$ cat src/rtl/sarq_pkg.sv
package sarq_pkg;

    typedef enum logic [2:0] {
        ST_IDLE,
        ST_GAP,
        ST_SETTLE,
        ST_TRIAL,
        ST_STORE,
        ST_DONE
    } seq_state_t;

endpackage

$ cat src/rtl/sarq_start_sync.sv
module sarq_start_sync #(
    parameter int STAGES = 2
) (
    input  logic clk_i,
    input  logic rst_i,
    input  logic start_async_i,
    output logic rise_o
);

    logic [STAGES-1:0] chain_q;
    logic              last_q;

    always_ff @(posedge clk_i) begin
        if (rst_i) begin
            chain_q <= '0;
            last_q  <= 1'b0;
        end else begin
            chain_q <= {chain_q[STAGES-2:0], start_async_i};
            last_q  <= chain_q[STAGES-1];
        end
    end

    assign rise_o = chain_q[STAGES-1] & ~last_q;

    // the detector emits a single-cycle pulse per edge
    a_r2_single_pulse: assert property (@(posedge clk_i) disable iff (rst_i)
        rise_o |=> !rise_o);

endmodule

$ cat src/rtl/sarq_bit_search.sv
module sarq_bit_search #(
    parameter  int RES_W = 12,
    localparam int IDX_W = $clog2(RES_W)
) (
    input  logic             clk_i,
    input  logic             rst_i,
    input  logic             clear_i,
    input  logic             step_i,
    input  logic [IDX_W-1:0] bit_idx_i,
    input  logic             cmp_i,
    output logic [RES_W-1:0] dac_code_o,
    output logic [RES_W-1:0] twos_o
);

    logic [RES_W-1:0] acc_q;
    logic [RES_W-1:0] trial_mask;

    assign trial_mask = RES_W'(1) << bit_idx_i;

    always_ff @(posedge clk_i) begin
        if (rst_i || clear_i) begin
            acc_q <= '0;
        end else if (step_i) begin
            acc_q[bit_idx_i] <= cmp_i;
        end
    end

    assign dac_code_o = acc_q | trial_mask;
    assign twos_o     = {~acc_q[RES_W-1], acc_q[RES_W-2:0]};

    // bits at and below the trial position are still clear when tried
    a_r5_lower_bits_clear: assert property (@(posedge clk_i) disable iff (rst_i)
        step_i |-> ((acc_q & (trial_mask | (trial_mask - RES_W'(1)))) == '0));

    // the decided bit equals the comparator verdict
    a_r5_bit_kept: assert property (@(posedge clk_i) disable iff (rst_i)
        (step_i && !clear_i) |=> (acc_q[$past(bit_idx_i)] == $past(cmp_i)));

endmodule

$ cat src/rtl/sarq_result_bank.sv
module sarq_result_bank #(
    parameter  int N_CH  = 4,
    parameter  int RES_W = 12,
    localparam int CH_W  = $clog2(N_CH)
) (
    input  logic                  clk_i,
    input  logic                  rst_i,
    input  logic                  wr_i,
    input  logic [CH_W-1:0]       wr_ch_i,
    input  logic [RES_W-1:0]      wr_data_i,
    output logic [N_CH*RES_W-1:0] flat_o
);

    genvar g;
    generate
        for (g = 0; g < N_CH; g++) begin : g_slot
            logic [RES_W-1:0] val_q;
            logic             wen;

            assign wen = wr_i && (wr_ch_i == CH_W'(g));

            always_ff @(posedge clk_i) begin
                if (rst_i) begin
                    val_q <= '0;
                end else if (wen) begin
                    val_q <= wr_data_i;
                end
            end

            assign flat_o[g*RES_W +: RES_W] = val_q;
        end
    endgenerate

    // results only change on a store cycle
    a_r4_write_holds: assert property (@(posedge clk_i) disable iff (rst_i)
        !wr_i |=> $stable(flat_o));

endmodule

$ cat src/rtl/quad_sar_sequencer.sv
module quad_sar_sequencer
    import sarq_pkg::*;
#(
    parameter  int RES_W       = 12,
    parameter  int N_CH        = 4,
    parameter  int GAP_CYC     = 5,
    parameter  int SYNC_STAGES = 2,
    localparam int CH_W        = $clog2(N_CH),
    localparam int IDX_W       = $clog2(RES_W),
    localparam int GAP_W       = $clog2(GAP_CYC + 1)
) (
    input  logic                  clk_i,
    input  logic                  rst_i,
    input  logic                  start_i,
    input  logic                  cmp_i,
    output logic                  hold_o,
    output logic [CH_W-1:0]       sel_o,
    output logic [RES_W-1:0]      dac_code_o,
    output logic [N_CH*RES_W-1:0] result_o,
    output logic                  irq_n_o
);

    localparam logic [CH_W-1:0]  LAST_CH  = CH_W'(N_CH - 1);
    localparam logic [GAP_W-1:0] GAP_LAST = GAP_W'(GAP_CYC - 1);
    localparam logic [IDX_W-1:0] MSB_IDX  = IDX_W'(RES_W - 1);

    seq_state_t        state_q, state_d;
    logic [CH_W-1:0]   chan_q;
    logic [GAP_W-1:0]  gap_q;
    logic [IDX_W-1:0]  bit_q;
    logic              start_rise;
    logic              busy;
    logic              clr_acc;
    logic              step;
    logic              wr_res;
    logic [RES_W-1:0]  twos;

    sarq_start_sync #(
        .STAGES(SYNC_STAGES)
    ) u_sync (
        .clk_i        (clk_i),
        .rst_i        (rst_i),
        .start_async_i(start_i),
        .rise_o       (start_rise)
    );

    sarq_bit_search #(
        .RES_W(RES_W)
    ) u_search (
        .clk_i     (clk_i),
        .rst_i     (rst_i),
        .clear_i   (clr_acc),
        .step_i    (step),
        .bit_idx_i (bit_q),
        .cmp_i     (cmp_i),
        .dac_code_o(dac_code_o),
        .twos_o    (twos)
    );

    sarq_result_bank #(
        .N_CH (N_CH),
        .RES_W(RES_W)
    ) u_bank (
        .clk_i    (clk_i),
        .rst_i    (rst_i),
        .wr_i     (wr_res),
        .wr_ch_i  (chan_q),
        .wr_data_i(twos),
        .flat_o   (result_o)
    );

    // next-state decision
    always_comb begin
        state_d = state_q;
        unique case (state_q)
            ST_IDLE, ST_DONE: if (start_rise) state_d = ST_GAP;
            ST_GAP:           if (gap_q == GAP_LAST) state_d = ST_SETTLE;
            ST_SETTLE:        state_d = ST_TRIAL;
            ST_TRIAL:         if (bit_q == '0) state_d = ST_STORE;
            ST_STORE:         state_d = (chan_q == LAST_CH) ? ST_DONE : ST_GAP;
            default:          state_d = ST_IDLE;
        endcase
    end

    // state register with its slot counters
    always_ff @(posedge clk_i) begin
        if (rst_i) begin
            state_q <= ST_IDLE;
            chan_q  <= '0;
            gap_q   <= '0;
            bit_q   <= MSB_IDX;
        end else begin
            state_q <= state_d;
            unique case (state_q)
                ST_IDLE, ST_DONE: begin
                    if (start_rise) begin
                        chan_q <= '0;
                        gap_q  <= '0;
                    end
                end
                ST_GAP: begin
                    gap_q <= gap_q + 1'b1;
                    bit_q <= MSB_IDX;
                end
                ST_SETTLE: ;
                ST_TRIAL: begin
                    if (bit_q != '0) bit_q <= bit_q - 1'b1;
                end
                ST_STORE: begin
                    gap_q <= '0;
                    if (chan_q != LAST_CH) chan_q <= chan_q + 1'b1;
                end
                default: ;
            endcase
        end
    end

    // outputs decoded from state
    always_comb begin
        busy    = (state_q != ST_IDLE) && (state_q != ST_DONE);
        hold_o  = start_i | busy;
        irq_n_o = (state_q != ST_DONE);
        sel_o   = chan_q;
        clr_acc = (state_q == ST_GAP);
        step    = (state_q == ST_TRIAL);
        wr_res  = (state_q == ST_STORE);
    end

    // the interrupt falls only right after the last channel's store
    a_r2_irq_after_last_store: assert property (@(posedge clk_i) disable iff (rst_i)
        $fell(irq_n_o) |-> ($past(state_q) == ST_STORE && $past(chan_q) == LAST_CH));

    // hold was high up to the completion edge
    a_r3_hold_to_done: assert property (@(posedge clk_i) disable iff (rst_i)
        $fell(irq_n_o) |-> $past(hold_o));

    // channel select does not move during a run of trials
    a_r4_sel_stable: assert property (@(posedge clk_i) disable iff (rst_i)
        (state_q == ST_TRIAL && $past(state_q) == ST_TRIAL) |-> $stable(sel_o));

    // a start edge while busy never rewinds to channel 0
    a_r7_busy_ignores_start: assert property (@(posedge clk_i) disable iff (rst_i)
        (busy && start_rise) |=> !(state_q == ST_GAP && gap_q == '0 && chan_q == '0));

    // an accepted start after completion releases the interrupt
    a_r8_irq_released: assert property (@(posedge clk_i) disable iff (rst_i)
        (state_q == ST_DONE && start_rise) |=> irq_n_o);

endmodule

$ cat config.mk
export PLATFORM = sky130hd
export DESIGN_NAME = quad_sar_sequencer
export DESIGN_NICKNAME = d
export VERILOG_FILES = /design/src/rtl/sarq_pkg.sv /design/src/rtl/sarq_start_sync.sv /design/src/rtl/sarq_bit_search.sv /design/src/rtl/sarq_result_bank.sv /design/src/rtl/quad_sar_sequencer.sv
export SDC_FILE = /design/constraint.sdc
export NUM_CORES = 1
export LEC_CHECK = 0
export BUFFER_PORTS_ARGS = -buffer_cell sky130_fd_sc_hd__buf_2
export CORE_ASPECT_RATIO = 0.75
export CORE_MARGIN = 1.5
export CORE_UTILIZATION = 35
export CTS_CLUSTER_DIAMETER = 60
export CTS_CLUSTER_SIZE = 24
export DETAILED_ROUTE_END_ITERATION = 10
export GPL_TIMING_DRIVEN = 0
export HOLD_SLACK_MARGIN = 0.05
export PLACE_DENSITY = 0.53
export SYNTH_ARGS = -nofsm -noshare
export SYNTH_HDL_FRONTEND = slang
export SYNTH_SLANG_ARGS = --single-unit
$ cat constraint.sdc
create_clock -name clk_i -period 2.24 [get_ports clk_i]
set_input_delay 0.112 -clock clk_i [delete_from_list [all_inputs] [get_ports clk_i]]
set_output_delay 0.112 -clock clk_i [all_outputs]
set_load 0.02 [all_outputs]
== Word level (Yosys, flattened, before mapping) ==
Cells that the tools add are included.
Cells by class
  reductions and logical operators: 20
  bitwise logic cells: 5
  multiplexer cells: 15
  equal/unequal tests: 16
  add/sub/neg operators: 3
  shift-type cells: 1
  $lt $le $gt $ge: 2
Operator list (count)
  3-bit two-way mux: 5
  3-bit one-hot mux with 5 select lines: 1
  12-bit bitwise mux: 1
  12-bit OR: 1
  1-bit by 4-bit << shifter with 12-bit output (first input constant): 1
  3-bit equality test (second input constant): 3
  3-bit one-hot mux with 3 select lines: 1
  2-bit inequality test (second input constant): 4
  4-bit one-hot mux with 2 select lines: 1
  3-bit by 2-bit equality test with 1-bit output (second input constant): 2
  1-bit logical AND: 6
  3-bit AND reduction: 2
  3-bit nonzero test: 2
  4-bit by 5-bit less-than comparator with 1-bit output (second input constant): 1
  1-bit demux with 4-bit select: 1
  2-bit equality test (second input constant): 2
  4-bit by 1-bit greater-or-equal comparator with 1-bit output (second input constant): 1
  4-bit zero test: 1
  2-bit two-way mux: 2
  4-bit two-way mux: 1
  2-bit by 1-bit inequality test with 1-bit output (second input constant): 2
  2-bit one-hot mux with 2 select lines: 1
  2-bit AND reduction: 2
  2-bit nonzero test: 2
  other kinds (15): 16
Word-level totals
  input bits: 4
  logic and storage cells: 73
  output and inout bits: 64
  flip-flop bits (word level): 75

== Longest topological paths before layout ==
  depth in word-level cells: 5
  mapped depth: 6
  mapped depth without buffers: 6

== Modules after synthesis ==
From an unflattened synthesis, not the netlist that was laid out.
Second synthesis, totals
  cells, all modules: 359
  area, all modules: 3544.6 um2
Modules (own cells, without submodules)
  sarq_result_bank: area an instance 1918.1 um2, cells an instance 172, sequential area each 960.9 um2, times used 1
  sarq_bit_search: area an instance 788.3 um2, cells an instance 87, sequential area each 240.2 um2, times used 1
  quad_sar_sequencer: area an instance 750.7 um2, cells an instance 93, sequential area each 240.2 um2, times used 1
  sarq_start_sync: area an instance 87.6 um2, cells an instance 7, sequential area each 60.1 um2, times used 1

== Worst setup path before layout ==
Ideal clock, no wire load.
  path type: register -> register
  start point: reg bit_q[0]
  end point: reg bit_q[1]
  setup slack: 0.669 ns
  setup time: 0.120 ns
  required time: 2.120 ns
  cell stages (with the launch flop): 7
  buffers on the path: 0
  clock period less this slack: 1.571 ns
  data arrival time: 1.451 ns
  path through: dfxtp_1 inv_1 ha_1 nor3b_2 mux2i_1 a22oi_1 or2_1
Between the ends
  cells in the longest elaborated chain, start to end: 3
  elaborated cells on any way between the ends: 6
  classes of those cells: 1 x add/sub; 1 x eq/ne; 2 x mux; 2 x reduce/logical
RTL lines
  start: declaration: line quad_sar_sequencer.sv:30  | logic [IDX_W-1:0] bit_q;
  start signal: assignment: line quad_sar_sequencer.sv:107  | if (bit_q != '0) bit_q <= bit_q - 1'b1;
  4-bit by 1-bit subtractor with 4-bit output or 4-bit nonzero test (tied branches): line quad_sar_sequencer.sv:107
  4-bit two-way mux or 2-bit by 1-bit inequality test with 1-bit output (tied branches)
  4-bit one-hot mux with 2 select lines or 2-bit AND reduction (tied branches)
Several ways; a longest one is shown, not always the timed one. The select of a mux whose other input is x is not followed.
A chain may end at the register's enable or synchronous reset.

== Worst setup path after layout ==
  start point: reg bit_q[1]
  end point: out dac_code_o[0]
Between the ends
  cells in the longest elaborated chain, start to end: 2
RTL lines
  1-bit by 4-bit << shifter with 12-bit output: line sarq_bit_search.sv:18  | assign trial_mask = RES_W'(1) << bit_idx_i;
  12-bit OR: line sarq_bit_search.sv:28  | assign dac_code_o = acc_q | trial_mask;
  end: declaration: line quad_sar_sequencer.sv:18  | output logic [RES_W-1:0] dac_code_o,
Every way passes these cells.

==> impl_metrics.toml <==
[logic_synthesis]
netlist_area_sq_mm = 0.00325
synth.area.top_cells = "dfxtp_1 (46%), nand2_1 (11%), a21oi_1 (8.2%)"
yosys.cell_count.top_type = "nand2_1"
synth-edff-count = 0
synth_commonest_cells = "nand2_1 (95), dfxtp_1 (75), a21oi_1 (53)"
synth_seq_area_share_pct = 46.1
syn_inst = 390
ys_ff_latch = 75
ys_warn_count = 0
syn_avg_cell_area_sq_um = 8.34
syn_nets = 405
async_flop_share_pct = 0
yosys.area.top_type_share_pct = 46.1
synth_top_area_cell = "dfxtp_1"
yosysUniqueCellTypes = 43
ys_dominant_reg_cell = "dfxtp_1"

[critical_path]
cp_top_family = "simple AND/OR/NAND/NOR gates"
worstPathMaxFanout = 6
slowest_stage = "nor3b_2"
crit_arrival_ns = 1.92
cp-start-kind = "flop"
path_cells = "inv_1 > ha_1 > nor3b_2 > or2_2 > buf_2"
r2r_slack_ns = 0.35
max_stage_delay_ns = 0.46
path_class = "flop to output pin"
endpoint_kind = "output pin"
cp.required_ns = 2.13
cp_num_buf_inv = 2

[cts]
clkSinkCount = 75
post_cts_resized = 0
cts_tree = "yes"
holdBufCountCts = 1
cts_buffers = 9
htreeDepth = 3
cts_setup_buffers = 0
cts_buffer_depth = 2
clkLatencyLatePin_ns = 0.33
clkTransAtPathRegs_ns = 0.06
root_buffer = "clkbuf_16"

[floorplanning]
start_util_pct = 36.0
die_height_um = 86.5
dieArea_sq_mm = 0.00989
core_sq_mm = 0.00905
fp-row-count = 30
die_x_um = 114
io_pins = 68

[sta]
rsz0062_at_grt = "false"
hold_viol_final = 0
fin_setup_tns_ns = 0
slew_viol_final = 0
max-slew-margin-rel_pct = 57.3
fin_crit_sh_pct = 90.7
hold_slack_ns = 0.0830
period_needed_ns = 2.03
fin_ws_ns = 0.207
clock.fmax_mhz = 492
setup_violations = 0
worst_slew_pin_slew_ns = 0.640
finalClockSkew_ns = 0.00746

[place]
port_buffers = 66
dp_slack_ns = 0.364
gp_congestion = 0.798
dpl.hpwl_um = 6590

[drt]
vias_per_cell = 4.85
drt_iter0_markers = 145
drc_errors = 0
ant_nets = 0
wl_um = 9120
num_vias = 2909
post_drt_wl_per_cell_um = 15.2
drt_pass1_iterations = 4

[worst_hold_path]
hp-class = "primary input to flop"

[finish]
antenna_cells = 0
final_util_pct = 44.6
final_nets = 483
area_delta_synth_final_pct = 23.9
drive_above_1_share_pct = 21.6

[grt]
grt_pass1_vias = 2677
grt_pass1_wl_um = 14200
grt_max_degree = 12
antenna_found_initial = 0
grt_overflow_total = 0
grt_use_total_pct = 19.0

[run_status]
outcome = "finished, final reports clean"

[run]
maxCapViolCount = 0

[pwr]
powerDensity_mw_per_mm2 = 701
p_leak_nw = 1.82
ir_drop_mv = 0.447
cell usage in the layout (no fill, tap or decap), types with 2 or more instances in the layout:
cell,count
nand2_1,95
xor2_1,3
buf_4,6
nor2b_1,8
and2b_1,2
buf_2,73
clkbuf_1,14
ha_1,11
and3_1,5
a22oi_1,2
nand3_1,17
a211oi_2,2
a21oi_1,53
a21o_1,11
o21ai_0,4
nor2_1,24
nand4bb_1,4
dfxtp_1,75
clkinv_2,2
nand2b_1,2
mux2i_1,13
nor3_1,6
inv_1,7
o21bai_1,2
clkbuf_16,9
cells by family after synthesis:
family	Yosys count	share of synthesized area (%)
AOI/OAI and AO/OA	81	14.8
xor gates and xnor gates	4	1.08
adders and majority gates	11	4.23
buffers and inverters	32	4.88
DFF	75	46.1
muxes	13	4.00
and+or+nand+nor	174	24.8
stage by stage:
stage          total power [mW]  instances  cell area [sq um]
3_5_place_dp               1.48        584               3740
3_3_place_gp               1.48        584               3740
5_1_grt                    2.92        600               4030
4_1_cts                    2.86        600               4030
6_report                   2.83        600               4030
2_1_floorplan              1.45        390               3250
worst register-to-register path: cells and delay by family, from the launching register on:
family                   cells  cell delay (ns)
multiplexers                 1             0.22
adder cells (fa/ha/maj)      1             0.30
AND/OR/NAND/NOR              2             0.57
AO/OA/AOI/OAI                1             0.25
buffers and inverters        1             0.14
flip-flops                   1             0.36
where the power goes:
group | leakage [nW] | total [mW] | switching, mW | internal, mW
Combinational | 1.08 | 0.104 | 0.0683 | 0.0356
Sequential | 0.605 | 1.35 | 0.00545 | 1.34
Clock | 0.136 | 1.38 | 0.525 | 0.853
Total | 1.82 | 2.83 | 0.599 | 2.23
final timing paths:
path | from | endpoint | cells after the start
hold / removal | cmp_i | u_search.acc_q[1] | 3
setup reg to reg | bit_q[1] | state_q[2] | 6
hold reg to reg | u_sync.chain_q[0] | u_sync.chain_q[1] | 1
setup / recovery | bit_q[1] | dac_code_o[0] | 5
cell type report:
cell class	instances	area, sq um
Timing Repair Buffer	67	340
Clock inverter	3	40.0
Multi-Input combinational cell	283	1590
Sequential cell	75	1500
Buffer	25	133
Inverter	7	26.3
Clock buffer	12	236
Tap cell	128	160
Fill cell	929	5010
sequential cells by signal (all words and copies together) (netlist names):
register and count:
gap_q 3, sel_o 2, u_bank.g_slot.val_q 48, u_sync.last_q 1, bit_q 4, u_search.acc_q 12, state_q 3, u_sync.chain_q 2
metal layers:
| metal | vias up | part of all wire, % | GRT usage [%] |
|---|---|---|---|
| met5 | - | 0 | 0 |
| met4 | 0 | 1.2 | 5.57 |
| met3 | 11 | 5.8 | 4.97 |
| met2 | 84 | 41 | 28.1 |
| met1 | 1355 | 52 | 27.4 |
| li1 | 1459 | - | - |
Note: power is estimated with default switching activity, not from simulation.
